`src/rtl/doorbell_pkg.sv`:
```
package doorbell_pkg;

  localparam int unsigned REG_W = 32;

  // Register selector inside one doorbell window; value = offset[3:2].
  typedef enum logic [1:0] {
    REG_TRIG = 2'd0,
    REG_EN   = 2'd1,
    REG_RAW  = 2'd2,
    REG_PEND = 2'd3
  } reg_sel_e;

  // Doorbell index addressed by a byte address.
  function automatic logic [31:0] slot_index(input logic [31:0] a, input int unsigned stride);
    return a / stride;
  endfunction

  // Byte offset inside a doorbell window.
  function automatic logic [31:0] slot_offset(input logic [31:0] a, input int unsigned stride);
    return a % stride;
  endfunction

  // Only the four word-aligned offsets below 0x10 name a register.
  function automatic logic offset_known(input logic [31:0] off);
    return (off[31:4] == '0) && (off[1:0] == 2'b00);
  endfunction

  function automatic reg_sel_e offset_to_sel(input logic [31:0] off);
    return reg_sel_e'(off[3:2]);
  endfunction

  // One-hot bit for a master identifier.
  function automatic logic [31:0] master_bit(input logic [7:0] id);
    return 32'd1 << id;
  endfunction

  // Grant register update across ports: the last enabled port wins.
  function automatic logic [31:0] grant_pick(input logic [31:0] cur,
                                             input logic [31:0] wa, input logic wa_en,
                                             input logic [31:0] wb, input logic wb_en);
    logic [31:0] r;
    r = cur;
    if (wa_en) r = wa;
    if (wb_en) r = wb;
    return r;
  endfunction

endpackage

```
`src/rtl/doorbell_decode.sv`:
```
module doorbell_decode
  import doorbell_pkg::*;
#(
  parameter int unsigned NUM_DB = 8,
  parameter int unsigned ADDR_W = 12,
  parameter int unsigned STRIDE = 256
) (
  input  logic [ADDR_W-1:0] addr,
  output logic [NUM_DB-1:0] slot_oh,
  output reg_sel_e          sel,
  output logic              sel_ok
);

  logic [31:0] a32;
  logic [31:0] slot;
  logic [31:0] off;

  assign a32  = 32'(addr);
  assign slot = slot_index(a32, STRIDE);
  assign off  = slot_offset(a32, STRIDE);

  // an index outside the array selects no doorbell
  always_comb begin
    for (int d = 0; d < int'(NUM_DB); d++) begin
      slot_oh[d] = (slot == 32'(d));
    end
  end

  assign sel_ok = offset_known(off) && (slot < 32'(NUM_DB));
  assign sel    = offset_to_sel(off);

endmodule

```
`src/rtl/doorbell_cell.sv`:
```
module doorbell_cell #(
  parameter int unsigned NUM_MASTERS = 32,
  parameter int unsigned NUM_PORTS   = 2
) (
  input  logic                                  clk,
  input  logic                                  rst_n,
  input  logic [NUM_PORTS-1:0]                  en_we,
  input  logic [NUM_PORTS-1:0][NUM_MASTERS-1:0] en_wd,
  input  logic [NUM_MASTERS-1:0]                ring,
  input  logic [NUM_MASTERS-1:0]                raw_clr,
  input  logic [NUM_MASTERS-1:0]                pend_clr,
  output logic [NUM_MASTERS-1:0]                en_q,
  output logic [NUM_MASTERS-1:0]                raw_q,
  output logic [NUM_MASTERS-1:0]                pend_q,
  output logic [NUM_MASTERS-1:0]                pend_set,
  output logic                                  irq
);

  logic [NUM_MASTERS-1:0] en_nxt;
  logic [NUM_MASTERS-1:0] raw_nxt;
  logic [NUM_MASTERS-1:0] pend_nxt;

  // higher port index overrides lower
  always_comb begin
    en_nxt = en_q;
    for (int p = 0; p < int'(NUM_PORTS); p++) begin
      if (en_we[p]) en_nxt = en_wd[p];
    end
  end

  // gate with the grant value held before the edge
  assign pend_set = ring & en_q;

  // clear first, then set so a ring wins
  assign raw_nxt  = (raw_q  & ~raw_clr)  | ring;
  assign pend_nxt = (pend_q & ~pend_clr) | pend_set;

  always_ff @(posedge clk or negedge rst_n) begin
    if (!rst_n) begin
      en_q   <= '0;
      raw_q  <= '0;
      pend_q <= '0;
    end else begin
      en_q   <= en_nxt;
      raw_q  <= raw_nxt;
      pend_q <= pend_nxt;
    end
  end


  assign irq = |pend_q;

endmodule

```
`src/rtl/doorbell_rdmux.sv`:
```
module doorbell_rdmux
  import doorbell_pkg::*;
#(
  parameter int unsigned NUM_DB      = 8,
  parameter int unsigned NUM_MASTERS = 32
) (
  input  logic                               rd_act,
  input  logic [NUM_DB-1:0]                  slot_oh,
  input  reg_sel_e                           sel,
  input  logic [NUM_DB-1:0][NUM_MASTERS-1:0] en_vec,
  input  logic [NUM_DB-1:0][NUM_MASTERS-1:0] raw_vec,
  input  logic [NUM_DB-1:0][NUM_MASTERS-1:0] pend_vec,
  output logic [REG_W-1:0]                   data
);

  always_comb begin
    data = '0;
    if (rd_act) begin
      for (int d = 0; d < int'(NUM_DB); d++) begin
        if (slot_oh[d]) begin
          unique case (sel)
            REG_EN:   data[NUM_MASTERS-1:0] = en_vec[d];
            REG_RAW:  data[NUM_MASTERS-1:0] = raw_vec[d];
            REG_PEND: data[NUM_MASTERS-1:0] = pend_vec[d];
            default:  data = '0; // trigger reads zero
          endcase
        end
      end
    end
  end

endmodule

```
`src/rtl/doorbell_array.sv`:
```
module doorbell_array
  import doorbell_pkg::*;
#(
  parameter int unsigned NUM_DB      = 8,
  parameter int unsigned NUM_MASTERS = 32,
  parameter int unsigned NUM_PORTS   = 2,
  parameter int unsigned STRIDE      = 256,
  parameter int unsigned ADDR_W      = 12,
  localparam int unsigned MID_W      = $clog2(NUM_MASTERS)
) (
  input  logic                             clk,
  input  logic                             rst_n,
  input  logic [NUM_PORTS-1:0]             req_valid,
  input  logic [NUM_PORTS-1:0]             req_write,
  input  logic [NUM_PORTS-1:0][ADDR_W-1:0] req_addr,
  input  logic [NUM_PORTS-1:0][REG_W-1:0]  req_wdata,
  input  logic [NUM_PORTS-1:0][MID_W-1:0]  req_master,
  output logic [NUM_PORTS-1:0][REG_W-1:0]  rd_data,
  output logic [NUM_DB-1:0]                irq
);

  // Named internal events (used by the bound checker)
  logic [NUM_PORTS-1:0][NUM_DB-1:0]      p_oh;
  reg_sel_e                              p_sel [NUM_PORTS];
  logic [NUM_PORTS-1:0]                  p_ok;
  logic [NUM_PORTS-1:0]                  p_wr;
  logic [NUM_PORTS-1:0]                  p_rd;
  logic [NUM_DB-1:0][NUM_MASTERS-1:0]    en_vec;
  logic [NUM_DB-1:0][NUM_MASTERS-1:0]    raw_vec;
  logic [NUM_DB-1:0][NUM_MASTERS-1:0]    pend_vec;
  logic [NUM_DB-1:0][NUM_MASTERS-1:0]    ring_vec;
  logic [NUM_DB-1:0][NUM_MASTERS-1:0]    pend_set_vec;
  logic [NUM_DB-1:0][NUM_MASTERS-1:0]    pend_clr_vec;

  // Per-port decode and read path
  for (genvar p = 0; p < NUM_PORTS; p++) begin : g_port
    doorbell_decode #(
      .NUM_DB (NUM_DB),
      .ADDR_W (ADDR_W),
      .STRIDE (STRIDE)
    ) u_dec (
      .addr    (req_addr[p]),
      .slot_oh (p_oh[p]),
      .sel     (p_sel[p]),
      .sel_ok  (p_ok[p])
    );

    assign p_wr[p] = req_valid[p] &  req_write[p] & p_ok[p];
    assign p_rd[p] = req_valid[p] & ~req_write[p] & p_ok[p];

    doorbell_rdmux #(
      .NUM_DB      (NUM_DB),
      .NUM_MASTERS (NUM_MASTERS)
    ) u_rd (
      .rd_act   (p_rd[p]),
      .slot_oh  (p_oh[p]),
      .sel      (p_sel[p]),
      .en_vec   (en_vec),
      .raw_vec  (raw_vec),
      .pend_vec (pend_vec),
      .data     (rd_data[p])
    );
  end

  // Per-doorbell merge of all ports and state
  for (genvar d = 0; d < NUM_DB; d++) begin : g_db
    logic [NUM_MASTERS-1:0]                ring_m;
    logic [NUM_MASTERS-1:0]                raw_clr_m;
    logic [NUM_MASTERS-1:0]                pend_clr_m;
    logic [NUM_PORTS-1:0]                  en_we_m;
    logic [NUM_PORTS-1:0][NUM_MASTERS-1:0] en_wd_m;

    always_comb begin
      ring_m     = '0;
      raw_clr_m  = '0;
      pend_clr_m = '0;
      en_we_m    = '0;
      for (int p = 0; p < int'(NUM_PORTS); p++) begin
        en_wd_m[p] = req_wdata[p][NUM_MASTERS-1:0];
        if (p_wr[p] && p_oh[p][d]) begin
          unique case (p_sel[p])
            // bit 0 of the data requests the ring
            REG_TRIG: if (req_wdata[p][0])
                        ring_m = ring_m | master_bit(8'(req_master[p]))[NUM_MASTERS-1:0];
            REG_EN:   en_we_m[p] = 1'b1;
            REG_RAW:  raw_clr_m  = raw_clr_m  | req_wdata[p][NUM_MASTERS-1:0];
            REG_PEND: pend_clr_m = pend_clr_m | req_wdata[p][NUM_MASTERS-1:0];
            default:  ;
          endcase
        end
      end
    end

    doorbell_cell #(
      .NUM_MASTERS (NUM_MASTERS),
      .NUM_PORTS   (NUM_PORTS)
    ) u_cell (
      .clk      (clk),
      .rst_n    (rst_n),
      .en_we    (en_we_m),
      .en_wd    (en_wd_m),
      .ring     (ring_m),
      .raw_clr  (raw_clr_m),
      .pend_clr (pend_clr_m),
      .en_q     (en_vec[d]),
      .raw_q    (raw_vec[d]),
      .pend_q   (pend_vec[d]),
      .pend_set (pend_set_vec[d]),
      .irq      (irq[d])
    );

    assign ring_vec[d]     = ring_m;
    assign pend_clr_vec[d] = pend_clr_m;
  end

endmodule

```
`config.mk`:
```
export PLATFORM = sky130hd
export DESIGN_NAME = doorbell_array
export DESIGN_NICKNAME = d
export VERILOG_FILES = /design/src/rtl/doorbell_pkg.sv /design/src/rtl/doorbell_decode.sv /design/src/rtl/doorbell_cell.sv /design/src/rtl/doorbell_rdmux.sv /design/src/rtl/doorbell_array.sv
export SDC_FILE = /design/constraint.sdc
export NUM_CORES = 2
export LEC_CHECK = 0
export ABC_AREA = 1
export BUFFER_PORTS_ARGS = -buffer_cell sky130_fd_sc_hd__buf_4
export CAP_MARGIN = 0
export CELL_PAD_IN_SITES_DETAIL_PLACEMENT = 1
export CELL_PAD_IN_SITES_GLOBAL_PLACEMENT = 1
export CORE_MARGIN = 5
export CORE_UTILIZATION = 30
export DETAILED_ROUTE_END_ITERATION = 8
export PLACE_DENSITY = 0.66
export SETUP_SLACK_MARGIN = 0.2
export SYNTH_ARGS = -nofsm -noshare
export SYNTH_HDL_FRONTEND = slang
export SYNTH_SLANG_ARGS = --single-unit
```
`constraint.sdc`:
```
create_clock -name clk -period 1.75 [get_ports clk]
set_input_delay 0.175 -clock clk [delete_from_list [all_inputs] [get_ports clk]]
set_output_delay 0.175 -clock clk [all_outputs]
set_load 0.01 [all_outputs]
```
==> reports/results.md <==
| Step | Item | Reported |
|:---|:---|:---|
| worst setup path | Peak per-stage delay on the critical path | 0.45 ns |
| die | Die Y-Extent | 427 um |
| global route | First-pass GRT wire length | 577000 um |
| sta | Fmax | 356 MHz |
| global route | Largest net degree at the start of global routing | 85 |
| clocking | Clock root buffer | sky130_fd_sc_hd__clkbuf_16 |
| power | Proportion of power drawn by combinational gates | 12.9% |
| yosys | Netlist cell types | 41 |
| layout | Growth of design area from synthesis to finish | 50.4% |
| worst setup path | Worst path cell trace | nor4_4, buf_4, nand4_1, or2_4, buf_6 |
| power | Pleak | 33.4 nW |
| drt | Average wire length per cell after detail routing | 38.3 um |
| clocking | Clk sinks | 768 |
| yosys | Number of storage elements in the synthesis netlist | 768 |
| drt | DR DRC count | 0 |
| drt | Number of iterations in the first detailed-routing pass | 6 |
| clocking | Source-to-sink clock delay at the later pin of the worst-skew pair | 0.78 ns |
| yosys | Portion of the post-synthesis area used by sequential elements | 36.9% |
| power | PwrDens | 582 nW/um2 |
| yosys | Main area contributors after synthesis | sky130_fd_sc_hd__dfrtp_1 37%, sky130_fd_sc_hd__nand2_1 17%, sky130_fd_sc_hd__o21ai_0 7.7% |
| sta | Unrepaired setup endpoints after global routing | yes |
| drt | Number of DRC violations after detailed-routing iteration 0 | 10300 |
| min path | Hold path depth | 4 |
| layout | Fraction of final layout cells with drive strength greater than 1 | 28.9% |
| placement | Total half-perimeter wirelength after legalization and detailed placement | 314000 um |
| die | Count of standard-cell rows | 153 |
| drt | DRT Wirelength | 442000 um |
| die | Core Region | 173000 um2 |
| drt | Number of vias after detailed routing | 74200 |
| yosys | Net Count, Synth | 7882 |
| status | Run status | finished, violations left |
| sta | Max transition margin | 49.6% |
| status | Failing checks | negative setup slack |
| worst setup path | R2r worst-path depth | 3 |
| sta | Total of endpoints with negative setup slack in the final report | 85 |
| clocking | TritonCTS clock tree | done |
| global route | Remaining Overflow, GRT | 0 |
| clocking | Level count of the clock H-tree | 3 |
| placement | Gpl congestion | 1.06 |
| power | Clock share of power | 48.1% |
| sta | Aggregate negative setup slack | -53.27 ns |
| worst setup path | Arrival time of the worst setup path | 2.63 ns |
| worst setup path | Number of buffer and inverter instances along the worst setup path | 2 |
| sta | Number of hold-slack violations in the final timing report | 0 |
| yosys | Post-synth top area cell | sky130_fd_sc_hd__dfrtp_1 |
| yosys | Synth warnings | 0 |
| global route | Via count of the first global-routing pass | 71900 |
| sta | Clock Skews | 0.0314 ns |
| power | Internal power | 31.9 mW |
| yosys | Post-Syn Instances | 7778 |
| layout | Final layout net count | 9199 |
| yosys | Post-synthesis instance area | 52100 um2 |
| worst setup path | Crit end category | output port |
| die | Count of pins on the block boundary | 176 |
| sta | Slew Limit Fails | 0 |
| job | Maxcap violations | 0 |
| clocking | Num CTS Buffers | 100 |
| clocking | CTS max path bufs | 3 |
| worst setup path | Required arrival time at the worst endpoint | 1.57 ns |
| worst setup path | Kind of critical path | flop to output port |
| yosys | Top-area cell type share of the netlist area | 36.9% |
| layout | Top library cells by usage in the layout, fill and taps aside | 2173 x sky130_fd_sc_hd__nand2_1, 1175 x sky130_fd_sc_hd__buf_4, 723 x sky130_fd_sc_hd__dfrtp_1 |
| placement | Instance count after placement with tap cells included | 11100 |
| power | Share of power burned in registers | 39.0% |
| power | P_sw | 13.7 mW |
| min path | Class of the tightest hold or removal check | input port to flop |
| global route | Global-route total usage across every layer | 45.2% |
| yosys | Async set-reset flop share out of synthesis | 100% |
| sta | Least setup slack across all paths after layout | -1.06 ns |
| sta | Slew at the pin with the worst max-slew slack | 0.756 ns |
| worst setup path | Cell family with most CP delay | simple AND/OR/NAND/NOR gates |
| yosys | Number of flops mapped to enable cells by yosys | 0 |
| worst setup path | CP Max Fanout | 2 |
| clocking | Clock slew seen by the registers of the worst setup and hold paths | 0.06 ns |
| drt | Post-route antenna net violation count | 0 |
| yosys | Top flip-flop cell by instance count after synthesis | sky130_fd_sc_hd__dfrtp_1 |
| sta | Shortest clock period the worst path allows after layout | 2.81 ns |
| drt | Via/cell ratio | 6.43 |
| worst setup path | CP startpoint kind | flop |
| die | Total die area | 182000 um2 |
| layout | Most frequent standard cell in the layout excluding fill and tap cells | sky130_fd_sc_hd__nand2_1 |
| placement | Total of buffers placed on input and output ports | 175 |
| worst setup path | Number of stages on the worst setup path | 5 |
| layout | Count of placed standard cells in the final layout, fillers left out | 11500 |
| worst setup path | Critical-path top delay cell | sky130_fd_sc_hd__dfrtp_2 |
| die | Starting Density | 30.1% |
| power | Max rail drop VDD | 0.734 mV |
| yosys | Syn avg cell area | 6.70 um2 |
| die | Die extent in x | 427 um |
| global route | Antenna violations before repair | 46 |
| power | Switching share of total power | 30.0% |
| sta | Final clock period utilization by the worst path | 161% |
## state kept, by name, indices dropped and copies added, names as in the netlist
| signal | count |
|---|---|
| g_db.u_cell.en_q | 256 |
| g_db.u_cell.pend_q | 256 |
| g_db.u_cell.raw_q | 256 |
## tightest hold or removal path, cell delays in order
cell                       delay [ns]
sky130_fd_sc_hd__buf_4           0.11
sky130_fd_sc_hd__clkinv_1        0.11
sky130_fd_sc_hd__buf_4           0.29
sky130_fd_sc_hd__o211ai_1        0.14
## metrics by stage
stage / area [um2] / setup slack, ns / hold WS (ns) / util, % / power [mW]
CTS: 75300 / -1.02 / 0.0867 / 43.4 / 45.2
finish: 78400 / -1.06 / 0.110 / 45.2 / 45.6
global route: 78400 / -1.04 / 0.129 / 45.2 / 46.2
global placement: 68800 / -0.841 / 0.100 / 39.7 / 23.3
floorplan: 53000 / 0.00775 / -0.121 / - / 19.7
detailed placement: 68800 / -0.833 / 0.0949 / 39.7 / 23.3
## what timing repair did
item / 4_1_cts / 5_1_grt
hold buffers: 66 / 1
resized for setup: 653 / 523
pin swaps: 284 / 247
buffers inserted: 57 / 61
hold endpoints to repair: 1035 / 14
gates cloned: 2 / 26
endpoints found under the setup margin: 173 / 471
## cells in the mapped netlist, types with 64 or more instances
master                         n
sky130_fd_sc_hd__buf_1        64
sky130_fd_sc_hd__nand2_1    2342
sky130_fd_sc_hd__inv_1       541
sky130_fd_sc_hd__o21ai_1     127
sky130_fd_sc_hd__o221ai_1    174
sky130_fd_sc_hd__dfrtp_1     768
sky130_fd_sc_hd__o22ai_1      99
sky130_fd_sc_hd__nor3_1      162
sky130_fd_sc_hd__o21ai_0     802
sky130_fd_sc_hd__buf_2       130
sky130_fd_sc_hd__nand3_1     528
sky130_fd_sc_hd__o211ai_1    242
sky130_fd_sc_hd__clkbuf_1    358
sky130_fd_sc_hd__o21bai_1    239
sky130_fd_sc_hd__nor2_1      542
sky130_fd_sc_hd__a21oi_1     340
sky130_fd_sc_hd__o2111ai_1    76
## kinds of logic (layout without fill, tap and decap cells)
kind of cell | count (synthesis) | after routing | synth area share, %
AOI/OAI and AO/OA | 2116 | 2116 | 24.8
buffers and inverters | 1153 | 2547 | 8.72
DFF | 768 | 768 | 36.9
other | 0 | 39 | 0
and+or+nand+nor | 3741 | 3742 | 29.7
## worst paths after layout
kind / to / slack [ns] / start
min in group asynchronous: g_db[6].u_cell.pend_q[7]$_DFF_PN0_ / 0.17 / rst_n
worst min register to register: g_db[3].u_cell.pend_q[3]$_DFF_PN0_ / 0.46 / g_db[3].u_cell.en_q[3]$_DFFE_PN0P_
worst min-delay path: g_db[4].u_cell.en_q[0]$_DFFE_PN0P_ / 0.11 / req_wdata[32]
worst max register to register: g_db[1].u_cell.pend_q[15]$_DFF_PN0_ / 0.69 / g_db[1].u_cell.pend_q[15]$_DFF_PN0_
worst max-delay path: irq[1] / -1.06 / g_db[1].u_cell.pend_q[19]$_DFF_PN0_
max in group asynchronous: g_db[5].u_cell.pend_q[21]$_DFF_PN0_ / 0.89 / rst_n
## metal layers
layer,routed length (um),up-vias,track usage (%)
li1,-,29200,-
met1,158000,37000,55.4
met2,177000,6085,64.8
met3,56500,1921,12.6
met4,49500,12,39.4
met5,80,-,0
## power groups by stage
| stage | registers [mW] | logic [mW] | clock network [mW] |
|---|---|---|---|
| 3_5_place_dp | 18.1 | 5.21 | 0 |
| 5_1_grt | 17.8 | 5.86 | 22.6 |
| 4_1_cts | 17.8 | 5.51 | 21.9 |
| 3_3_place_gp | 18.1 | 5.19 | 0 |
| 2_1_floorplan | 18.1 | 1.61 | 0 |
| 6_report | 17.8 | 5.89 | 22.0 |
## area by class of cell
| type | instances | area [um2] |
|---|---|---|
| multi-input combinational | 5858 | 31600 |
| sequential | 768 | 19300 |
| inverter | 585 | 2370 |
| tap | 2325 | 2910 |
| antenna | 39 | 97.6 |
| clock inverter | 33 | 352 |
| timing repair buffer | 1782 | 18900 |
| fill | 21300 | 95000 |
| clock buffer | 147 | 2920 |
Power figures use the tool's default switching activity.
